## config.mk

```make
export PLATFORM = sky130hd
export DESIGN_NAME = acc_datapath
export DESIGN_NICKNAME = d
export VERILOG_FILES = /design/src/rtl/acc_pkg.sv /design/src/rtl/acc_alu.sv /design/src/rtl/acc_src_mux.sv /design/src/rtl/acc_gpr.sv /design/src/rtl/acc_core.sv /design/src/rtl/acc_datapath.sv
export SDC_FILE = /design/constraint.sdc
export NUM_CORES = 1
export LEC_CHECK = 0
export BUFFER_PORTS_ARGS = -buffer_cell sky130_fd_sc_hd__buf_2
export CELL_PAD_IN_SITES_DETAIL_PLACEMENT = 0
export CELL_PAD_IN_SITES_GLOBAL_PLACEMENT = 1
export CORE_MARGIN = 3
export CORE_UTILIZATION = 42
export DETAILED_ROUTE_END_ITERATION = 12
export PLACE_DENSITY = 0.9
export SYNTH_ARGS = -nofsm -noshare
export SYNTH_HDL_FRONTEND = slang
export SYNTH_HIERARCHICAL = 1
export SYNTH_SLANG_ARGS = --single-unit
```

## constraint.sdc

```tcl
create_clock -name clk -period 3.39 [get_ports clk]
set_input_delay 0.1695 -clock clk [delete_from_list [all_inputs] [get_ports clk]]
set_output_delay 0.1695 -clock clk [all_outputs]
set_load 0.02 [all_outputs]
```

## src/rtl/acc_pkg.sv

```systemverilog
package acc_pkg;
  typedef enum logic [3:0] {
    FN_PASS = 4'd0,
    FN_ADD  = 4'd1,
    FN_SUB  = 4'd2,
    FN_AND  = 4'd3,
    FN_OR   = 4'd4,
    FN_XOR  = 4'd5,
    FN_NOT  = 4'd6,
    FN_SHL  = 4'd7,
    FN_SRA  = 4'd8
  } alu_fn_e;

  localparam int unsigned FN_W = 4;
endpackage

```

## src/rtl/acc_alu.sv

```systemverilog
module acc_alu
  import acc_pkg::*;
#(
  parameter int unsigned DATA_W = 8
) (
  input  logic [FN_W-1:0]   fn,
  input  logic [DATA_W-1:0] in_a,
  input  logic [DATA_W-1:0] in_acc,
  output logic [DATA_W-1:0] result,
  output logic              ovf
);
  localparam int unsigned MSB = DATA_W - 1;

  logic [DATA_W-1:0] sum;
  logic [DATA_W-1:0] diff;
  logic              sum_ovf;
  logic              diff_ovf;

  always_comb begin
    sum      = in_a + in_acc;
    diff     = in_acc - in_a;
    sum_ovf  = (in_a[MSB] == in_acc[MSB]) && (sum[MSB] != in_a[MSB]);
    diff_ovf = (in_acc[MSB] != in_a[MSB]) && (diff[MSB] != in_acc[MSB]);
  end

  always_comb begin
    result = in_a;
    ovf    = 1'b0;
    case (fn)
      FN_ADD: begin
        result = sum;
        ovf    = sum_ovf;
      end
      FN_SUB: begin
        result = diff;
        ovf    = diff_ovf;
      end
      FN_AND:  result = in_a & in_acc;
      FN_OR:   result = in_a | in_acc;
      FN_XOR:  result = in_a ^ in_acc;
      FN_NOT:  result = ~in_a;
      FN_SHL:  result = {in_a[MSB-1:0], 1'b0};
      FN_SRA:  result = {in_a[MSB], in_a[MSB:1]};
      default: result = in_a;
    endcase
  end
endmodule

```

## src/rtl/acc_src_mux.sv

```systemverilog
module acc_src_mux #(
  parameter int unsigned DATA_W = 8
) (
  input  logic              sel,
  input  logic [DATA_W-1:0] imm,
  input  logic [DATA_W-1:0] gpr,
  output logic [DATA_W-1:0] y
);
  always_comb begin
    y = sel ? gpr : imm;
  end
endmodule

```

## src/rtl/acc_gpr.sv

```systemverilog
module acc_gpr #(
  parameter int unsigned DATA_W = 8
) (
  input  logic              clk,
  input  logic              rst_n,
  input  logic              wr,
  input  logic [DATA_W-1:0] d,
  output logic [DATA_W-1:0] q
);
  always_ff @(posedge clk or negedge rst_n) begin
    if (!rst_n)  q <= '0;
    else if (wr) q <= d;
  end
endmodule

```

## src/rtl/acc_core.sv

```systemverilog
module acc_core #(
  parameter int unsigned DATA_W = 8
) (
  input  logic              clk,
  input  logic              rst_n,
  input  logic              load,
  input  logic              from_mem,
  input  logic [DATA_W-1:0] alu_y,
  input  logic              alu_ovf,
  input  logic [DATA_W-1:0] rdata,
  output logic [DATA_W-1:0] acc_q,
  output logic              ovf_q,
  output logic              zero
);
  logic [DATA_W-1:0] acc_d;
  logic              ovf_d;

  always_comb begin
    acc_d = from_mem ? rdata : alu_y;
    ovf_d = from_mem ? 1'b0  : alu_ovf;
  end

  always_ff @(posedge clk or negedge rst_n) begin
    if (!rst_n) begin
      acc_q <= '0;
      ovf_q <= 1'b0;
    end else if (load) begin
      acc_q <= acc_d;
      ovf_q <= ovf_d;
    end
  end

  assign zero = (acc_q == '0);
endmodule

```

## src/rtl/acc_datapath.sv

```systemverilog
module acc_datapath
  import acc_pkg::*;
#(
  parameter int unsigned DATA_W = 8,
  parameter int unsigned ADDR_W = 8
) (
  input  logic              clk,
  input  logic              rst_n,
  input  logic [FN_W-1:0]   alu_fn,
  input  logic              src_sel,
  input  logic              acc_load,
  input  logic              reg_wr,
  input  logic              mem_rd_sel,
  input  logic              mem_wr,
  input  logic [DATA_W-1:0] operand,
  input  logic [DATA_W-1:0] mem_rdata,
  output logic [ADDR_W-1:0] mem_addr,
  output logic [DATA_W-1:0] mem_wdata,
  output logic              mem_we,
  output logic [DATA_W-1:0] acc_out,
  output logic              zero_flag,
  output logic              ovf_flag
);
  logic [DATA_W-1:0] reg_q;
  logic [DATA_W-1:0] alu_a;
  logic [DATA_W-1:0] alu_y;
  logic              alu_ovf;

  acc_src_mux #(.DATA_W(DATA_W)) u_mux (
    .sel (src_sel),
    .imm (operand),
    .gpr (reg_q),
    .y   (alu_a)
  );

  acc_alu #(.DATA_W(DATA_W)) u_alu (
    .fn     (alu_fn),
    .in_a   (alu_a),
    .in_acc (acc_out),
    .result (alu_y),
    .ovf    (alu_ovf)
  );

  acc_core #(.DATA_W(DATA_W)) u_core (
    .clk      (clk),
    .rst_n    (rst_n),
    .load     (acc_load),
    .from_mem (mem_rd_sel),
    .alu_y    (alu_y),
    .alu_ovf  (alu_ovf),
    .rdata    (mem_rdata),
    .acc_q    (acc_out),
    .ovf_q    (ovf_flag),
    .zero     (zero_flag)
  );

  acc_gpr #(.DATA_W(DATA_W)) u_gpr (
    .clk   (clk),
    .rst_n (rst_n),
    .wr    (reg_wr),
    .d     (acc_out),
    .q     (reg_q)
  );

  generate
    if (ADDR_W <= DATA_W) begin : g_addr
      assign mem_addr = operand[ADDR_W-1:0];
    end else begin : g_addr_ext
      assign mem_addr = {{(ADDR_W-DATA_W){1'b0}}, operand};
    end
  endgenerate

  assign mem_wdata = acc_out;
  assign mem_we    = mem_wr;
endmodule

```

### Yosys cells after proc, flatten, opt, wreduce, memory -nomap -nowiden

Cells that the tools add are included.

| word-level totals | value |
|---|---|
| bits in registers | 17 |
| logic and storage cells | 29 |
| input port bits | 27 |
| output and inout bits | 27 |

| cells by class | value |
|---|---|
| add/sub/neg operators | 2 |
| eq/ne operators | 12 |
| bitwise operators | 4 |
| mux-type cells | 5 |
| reduce and logical (&&, ||, !) cells | 3 |

Operators with widths:

| kind | count |
|---|---|
| 8-bit one-hot mux with 8 select lines | 1 |
| 4-bit by 3-bit equality test with 1-bit output (second input constant) | 4 |
| 8-bit two-way mux | 2 |
| 8-bit adder | 1 |
| 8-bit AND | 1 |
| 4-bit by 2-bit equality test with 1-bit output (second input constant) | 2 |
| 8-bit logical NOT | 1 |
| 8-bit inverter | 1 |
| 8-bit bitwise OR | 1 |
| 8-bit subtractor | 1 |
| 8-bit XOR | 1 |
| 4-bit by 1-bit equality test with 1-bit output (second input constant) | 1 |
| 4-bit equality test (second input constant) | 1 |
| 1-bit inequality test | 3 |
| 1-bit logical AND | 2 |
| 1-bit one-hot mux with 2 select lines | 1 |
| 1-bit equality test | 1 |
| 1-bit two-way mux | 1 |

### Logic depth before layout (Yosys ltp)

Gate-level depths: netlist of run 1.

| depth | value |
|---|---|
| depth after elaboration | 6 |
| gate-level depth with buffers | 13 |
| gate-level depth less buffers | 11 |

### Cells and area by module

The synthesis of run 1 kept the hierarchy.

Modules (own cells, without submodules):

| module | cells each | area an instance (µm²) | instances |
|---|---|---|---|
| acc_alu | 202 | 1514.0 | 1 |
| acc_core | 42 | 425.4 | 1 |
| acc_gpr | 17 | 331.6 | 1 |
| acc_src_mux | 9 | 131.4 | 1 |
| acc_datapath | 17 | 127.6 | 1 |

### Worst setup path before layout of run 1

No wires, ideal clock.

| timing | value |
|---|---|
| path type | register -> register |
| start | register u_gpr.q[0] |
| end | register u_core.acc_q[4] |
| setup slack | 920 ps |
| arrival time | 2344 ps |
| clock period less this slack | 2470 ps |
| required time | 3264 ps |
| stages on the path, launching flop included | 12 |
| library setup time | 126 ps |
| cells stage by stage | dfrtp_1 mux2_4 ha_1 fa_1 a21o_1 a21oi_1 nor2_1 xnor2_1 o22ai_1 o32a_1 mux2i_1 a21oi_1 |

| between the ends | value |
|---|---|
| cells in the longest elaborated chain, start to end | 4 |
| elaborated cells between the ends (all ways) | 5 |
| classes of those cells | add/sub (2); mux (3) |

Ends and longest elaborated chain:

| element | RTL line | text |
|---|---|---|
| from (decl) | acc_gpr.sv:8 | `output logic [DATA_W-1:0] q` |
| from (signal assigned) | acc_gpr.sv:11 | `if (!rst_n) q <= '0;` |
| from (signal assigned) | acc_gpr.sv:12 | `else if (wr) q <= d;` |
| 8-bit two-way mux (*) | acc_src_mux.sv:10 | `y = sel ? gpr : imm;` |
| net alu_a[0] | acc_datapath.sv:25 | `logic [DATA_W-1:0] alu_a;` |
| 8-bit subtractor or 8-bit adder (tied branches) | acc_alu.sv:21, acc_alu.sv:20 |  |
| 8-bit one-hot mux with 8 select lines (*) | acc_alu.sv:29 | `case (fn)` |
| net alu_y[4] | acc_datapath.sv:26 | `logic [DATA_W-1:0] alu_y;` |
| 8-bit two-way mux (*) | acc_core.sv:19 | `acc_d = from_mem ? rdata : alu_y;` |
| to (signal assigned) | acc_core.sv:25 | `acc_q <= '0;` |
| to (signal assigned) | acc_core.sv:28 | `acc_q <= acc_d;` |
| to (decl) | acc_core.sv:11 | `output logic [DATA_W-1:0] acc_q,` |

The timed path passes the listed nets; every way through them passes the cells marked *.
A chain may end at the register's enable or synchronous reset.

### Worst setup path in the final report of run 1

Same ends and word-level chain as after synthesis.

==> metrics, run 1 <==
status=complete, no violations; final worst-path cycle share=79.4%; Mapped Cells=287; CP arrival=2.81 ns; clock skew=0.000740 ns; hold violation count in the final report=0; Max Cap Viol=0; Worst VDD drop=0.388 mV; cell with the most instances after synthesis=nor2_1; setup tns final=0 ns; Post-DP HPWL=4850 um; GRT Total Usage=18.3%; fin crit period=2.69 ns; largest net degree at the start of global routing=25; hold path start=mem_rdata[7]; Root Driver=clkbuf_8; first-pass GRT wire length=10700 um; Req. time, crit path=3.51 ns; Clock Path Buffers=2; Worst setup SP type=flip-flop; reg2reg start=u_gpr/q[0]$_DFFE_PN0P_; Routed wire per std cell=16.4 um; Yosys warnings=6; Synth Cell Area=0.00253 mm^2; Hold EP=u_core/acc_q[7]$_DFFE_PN0P_; Final ANT Viol Nets=0; dominant cells by area after synthesis=dfrtp_1 17%, ha_1 11%, mux2_4 9.5%; Site Rows=27; # H-tree levels=1; top_reg_cell synth=dfrtp_1; vias per inst=5.56; Core Region=0.00568 mm^2; HP Class=in2reg; dominant cell type by area after synthesis=dfrtp_1; Post-Place Cell Area=0.00263 mm^2; synth unique cells=51; worst hold stages=3; WL final=6280 um; CP Max Fanout=6; Clock transition at path regs=0.06 ns; Lkg Pwr=0.00126 uW; vias=2124; max-slew violation count=0; # diodes=0; Core Util, Final=47.3%; CP endpoint kind=flip-flop; Clock Sink Count=17; syn_area_per_cell=8.82 um^2; post-synthesis sequential area ratio=16.8%; Initial Util=44.6%; TritonCTS clock tree=done; num ports=54; reg-to-reg endpoint=u_core/acc_q[4]$_DFFE_PN0P_; share of layout cells above drive strength 1=28.1%; fmax=372 MHz; TritonRoute pass-1 iters=4; final instance area=0.00268 mm^2; unrepaired setup endpoints after global routing=false; Final Worst Setup Slack=0.699 ns; initial drt markers=187; Die Wd=83.6 um; pre-CTS setup slack=0.593 ns; Crit Path Category=reg2reg; FF-to-FF path depth=11; gr ovfl total=0; Post-synth EDFFs=0; I/O Buffers=51; antenna violations before repair=0; Tightest Pin Transition=0.583 ns; CTS buffer count=3; DR DRC count=0; DIE HEIGHT=83.6 um; post-synthesis register bit count=17; flop2flop setup slack=0.70 ns; gpl congestion=0.925; syn nets=339; vias in the first global route=2086; NumNets Final=363; Synth-to-Final Area Change=6.03%; asr flop ratio synth=100%; # fillers=566; commonest cells in the netlist=27 x nor2_1, 23 x ha_1, 23 x inv_1; Die Area=0.00699 mm^2; power per standard cell area=429 mW/mm^2; Synth top area share=16.8%; worst skew pair latency=0.25 ns; worst slew margin relative to its limit=60.9%; Final setup viols=0
metal layers:
metal / vias to the layer above / GRT usage (%) / part of all wire (%)
li1: 1042 / - / -
met1: 1009 / 25.2 / 47
met4: 0 / 5.99 / 2.2
met5: - / 0 / 0
met2: 61 / 30.1 / 46
met3: 12 / 1.88 / 4.7
worst max-delay path, cell delays in order, from the launching register on:
cell,delay [ns]
dfrtp_1,0.39
mux2_4,0.30
ha_1,0.27
fa_1,0.41
a21o_1,0.19
a21oi_1,0.18
nor2_1,0.08
xnor2_1,0.17
o22ai_1,0.09
o32a_1,0.29
mux2i_1,0.12
a21oi_1,0.08
metrics by stage:
| stage | instances | power (uW) | hold WS (ns) |
|---|---|---|---|
| 6_report | 382 | 1150 | 0.222 |
| 3_5_place_dp | 377 | 996 | 0.108 |
| 2_1_floorplan | 287 | 879 | -0.126 |
| 5_1_grt | 382 | 1250 | 0.247 |
| 4_1_cts | 382 | 1150 | 0.219 |
| 3_3_place_gp | 377 | 988 | 0.106 |
repair_timing:
item                      CTS  global route
hold endpoints to repair   17             0
buffers inserted            0             0
hold buffers                1             0
resized for setup           0             0
area by class of cell:
cell class	count	area (um^2)	area share (%)
Clock buffer	4	45.0	1.68
Inverter	23	86.3	3.22
Multi-Input combinational cell	214	1770	66.0
Sequential cell	17	425	15.9
Tap cell	72	90.1	3.36
Timing Repair Buffer	52	265	9.89
registers in the layout (all words and copies together), names as in the netlist:
name / cells
u_gpr/q: 8
u_core/ovf_q: 1
u_core/acc_q: 8
logic make-up (layout without fill, tap and decap cells):
family	after synthesis	after routing	synth area share [%]
compound gates	76	76	20.9
xor+xnor	13	13	4.50
fa+ha+maj	25	25	13.0
buf+inv	56	79	13.2
flops	17	17	16.8
mux	32	32	17.0
simple gates	68	68	14.7
worst max path at each step:
stage,startpoint,end,slack (ns)
2_1_floorplan,u_gpr/q[0]$_DFFE_PN0P_,u_core/acc_q[4]$_DFFE_PN0P_,0.92
3_3_place_gp,src_sel,u_core/acc_q[4]$_DFFE_PN0P_,0.66
3_5_place_dp,src_sel,u_core/acc_q[4]$_DFFE_PN0P_,0.59
4_1_cts,u_gpr/q[0]$_DFFE_PN0P_,u_core/acc_q[4]$_DFFE_PN0P_,0.70
5_1_grt,u_core/acc_q[1]$_DFFE_PN0P_,u_core/acc_q[7]$_DFFE_PN0P_,0.50
6_report,u_gpr/q[0]$_DFFE_PN0P_,u_core/acc_q[4]$_DFFE_PN0P_,0.70
placed cells by master, fill, tap and decap left out, types with 2 or more instances in the layout:
cell type   n
a221oi_1    2
mux2_2      3
a211oi_1    4
nor3_1      6
fa_1        2
nand2_1    11
clkbuf_8    3
nor3_4      2
nor2b_1     5
nand3b_1    3
o21ai_1     3
o32ai_1     2
a31oi_1     4
o21bai_1    5
xnor2_1    13
o32a_1      2
ha_1       23
or4_1       2
inv_1      23
a21oi_1    21
dfrtp_1    17
o22ai_1     9
mux2i_1    11
a21o_1      3
mux2_4     16
nor2_1     27
buf_2      51
nand2b_1    5
mux4_2      2
o21ai_0     9
report_power, final:
group          internal, uW  switching [uW]
logic                   320             402
clock network          83.2            64.0
registers               236            46.8
total                   639             513
(Power assumes the default switching activity.)
==> run 2, diff against run 1 <==
- CORE_UTILIZATION: 42 -> 38
- PLACE_DENSITY: 0.9 -> 0.86
- clock period: 3.39 -> 2.3 ns (I/O delays scaled with it)
==> metrics, run 2 (synthesized netlist as in run 1, its figures left out) <==
status=finished with violations; violated checks=setup timing; reg2reg start=u_gpr/q[0]$_DFFE_PN0P_; Die Wd=87.6 um; Final Worst Setup Slack=-0.186 ns; hold path start=mem_rdata[7]; Root Driver=clkbuf_8; Routed wire per std cell=15.4 um; CP Max Fanout=2; placed insts=428; Cell Count, Final, Fillers Out=440; num ports=54; first-pass GRT wire length=11300 um; most frequent cells in the layout=53 x buf_4, 51 x buf_2, 27 x nor2_1; Tightest Pin Transition=0.504 ns; Synth-to-Final Area Change=29.5%; final worst-path cycle share=108%; most common cell after layout, fill and taps aside=buf_4; fin crit period=2.49 ns; antenna violations before repair=0; Max Cap Viol=0; Clock Sink Count=17; initial drt markers=235; # diodes=0; HP Class=in2reg; vias per inst=5.29; unrepaired setup endpoints after global routing=true; CP endpoint kind=flip-flop; gr ovfl total=0; max-slew violation count=0; worst slew margin relative to its limit=66.1%; power per standard cell area=648 mW/mm^2; Worst VDD drop=0.540 mV; GRT Total Usage=18.0%; hold violation count in the final report=0; setup tns final=-0.826 ns; Core Region=0.00639 mm^2; vias in the first global route=2345; # H-tree levels=1; Final setup viols=7; Lkg Pwr=0.00153 uW; slowest stage cell, crit path=dfrtp_1; cell breakdown of the critical path=mux2_4, buf_4, ha_4, fa_2, buf_4, xnor2_2, o21ai_1, a22oi_1, o21ai_1, a22o_1, mux2i_1, a21oi_1; Final ANT Viol Nets=0; clock skew=0.00589 ns; Clock transition at path regs=0.07 ns; CP Launch Point=u_gpr/q[0]$_DFFE_PN0P_; I/O Buffers=51; fmax=402 MHz; TritonRoute pass-1 iters=4; Initial Util=39.6%; gpl congestion=0.874; final instance area=0.00328 mm^2; Clock Path Buffers=2; worst skew pair latency=0.25 ns; TritonCTS clock tree=done; CTS buffer count=3; biggest regs=u_core/acc_q (8), u_gpr/q (8), u_core/ovf_q (1); Worst setup SP type=flip-flop; DR DRC count=0; CP arrival=2.61 ns; WL final=6770 um; Site Rows=29; total power=2120 uW; critical path's largest stage delay=0.38 ns; DIE HEIGHT=87.6 um; Req. time, crit path=2.42 ns; NumNets Final=416; Crit Path Category=reg2reg; Die Area=0.00767 mm^2; largest net degree at the start of global routing=23; vias=2327; share of layout cells above drive strength 1=46.6%; Post-Place Cell Area=0.00300 mm^2; Post-DP HPWL=5240 um
run 2: cell types whose count changed in the layout (fill, tap and decap cells not counted), sizes merged:
cell  change
buf      +53
run 2: routing by layer:
layer,global-route usage [%],share of wire [%]
met1,24.3,44
met2,31.0,50
met3,1.79,5.4
met4,4.60,0.84
met5,0,0
run 2: path summary, 6_finish.rpt:
kind,depth (start not counted),to,slack (ns)
max,12,u_core/acc_q[2]$_DFFE_PN0P_,-0.19
min,3,u_core/acc_q[7]$_DFFE_PN0P_,0.16
max reg2reg,12,u_core/acc_q[2]$_DFFE_PN0P_,-0.19
min reg2reg,1,u_gpr/q[7]$_DFFE_PN0P_,0.52
max in group asynchronous,2,u_gpr/q[4]$_DFFE_PN0P_,1.71
min in group asynchronous,2,u_gpr/q[1]$_DFFE_PN0P_,0.31
run 2: per-stage QoR:
stage	utilization, %	setup slack (ns)	hold slack [ns]
final	51.3	-0.186	0.163
after global routing	51.3	-0.305	0.176
after CTS	50.0	-0.191	0.165
after detailed placement	46.9	-0.242	0.0569
after global placement	46.9	-0.216	0.0556
after floorplan	-	-0.00400	-0.181
run 2: timing repair:
| action | in CTS | in global routing |
|---|---|---|
| hold buffers | 1 | 0 |
| pin swaps | 13 | 19 |
| resized for setup | 21 | 18 |
| buffers inserted | 5 | 2 |
| endpoints found under the hold margin | 17 | 0 |
| endpoints found under the setup margin | 8 | 8 |
run 2: critical path: cells and delay by family, from the launching register on:
family | cells | cell delay [ns]
xor gates and xnor gates | 1 | 0.10
AOI/OAI and AO/OA | 5 | 0.67
muxes | 2 | 0.42
DFF | 1 | 0.38
buffers and inverters | 2 | 0.30
adders and majority gates | 2 | 0.50
run 2: layout make-up:
type / instances / area [um^2]
well taps: 77 / 96.3
repair buffers: 105 / 663
inverters: 23 / 91.3
multi-input cells: 214 / 1950
fillers: 569 / 3110
clock buffers: 4 / 45.0
flip-flops and latches: 17 / 425
run 2: where the power goes:
part	internal (uW)	switching, uW	leakage [uW]
clock network	123	98.6	0.0000228
logic	766	751	0.00132
registers	349	36.1	0.000192
total	1240	886	0.00153
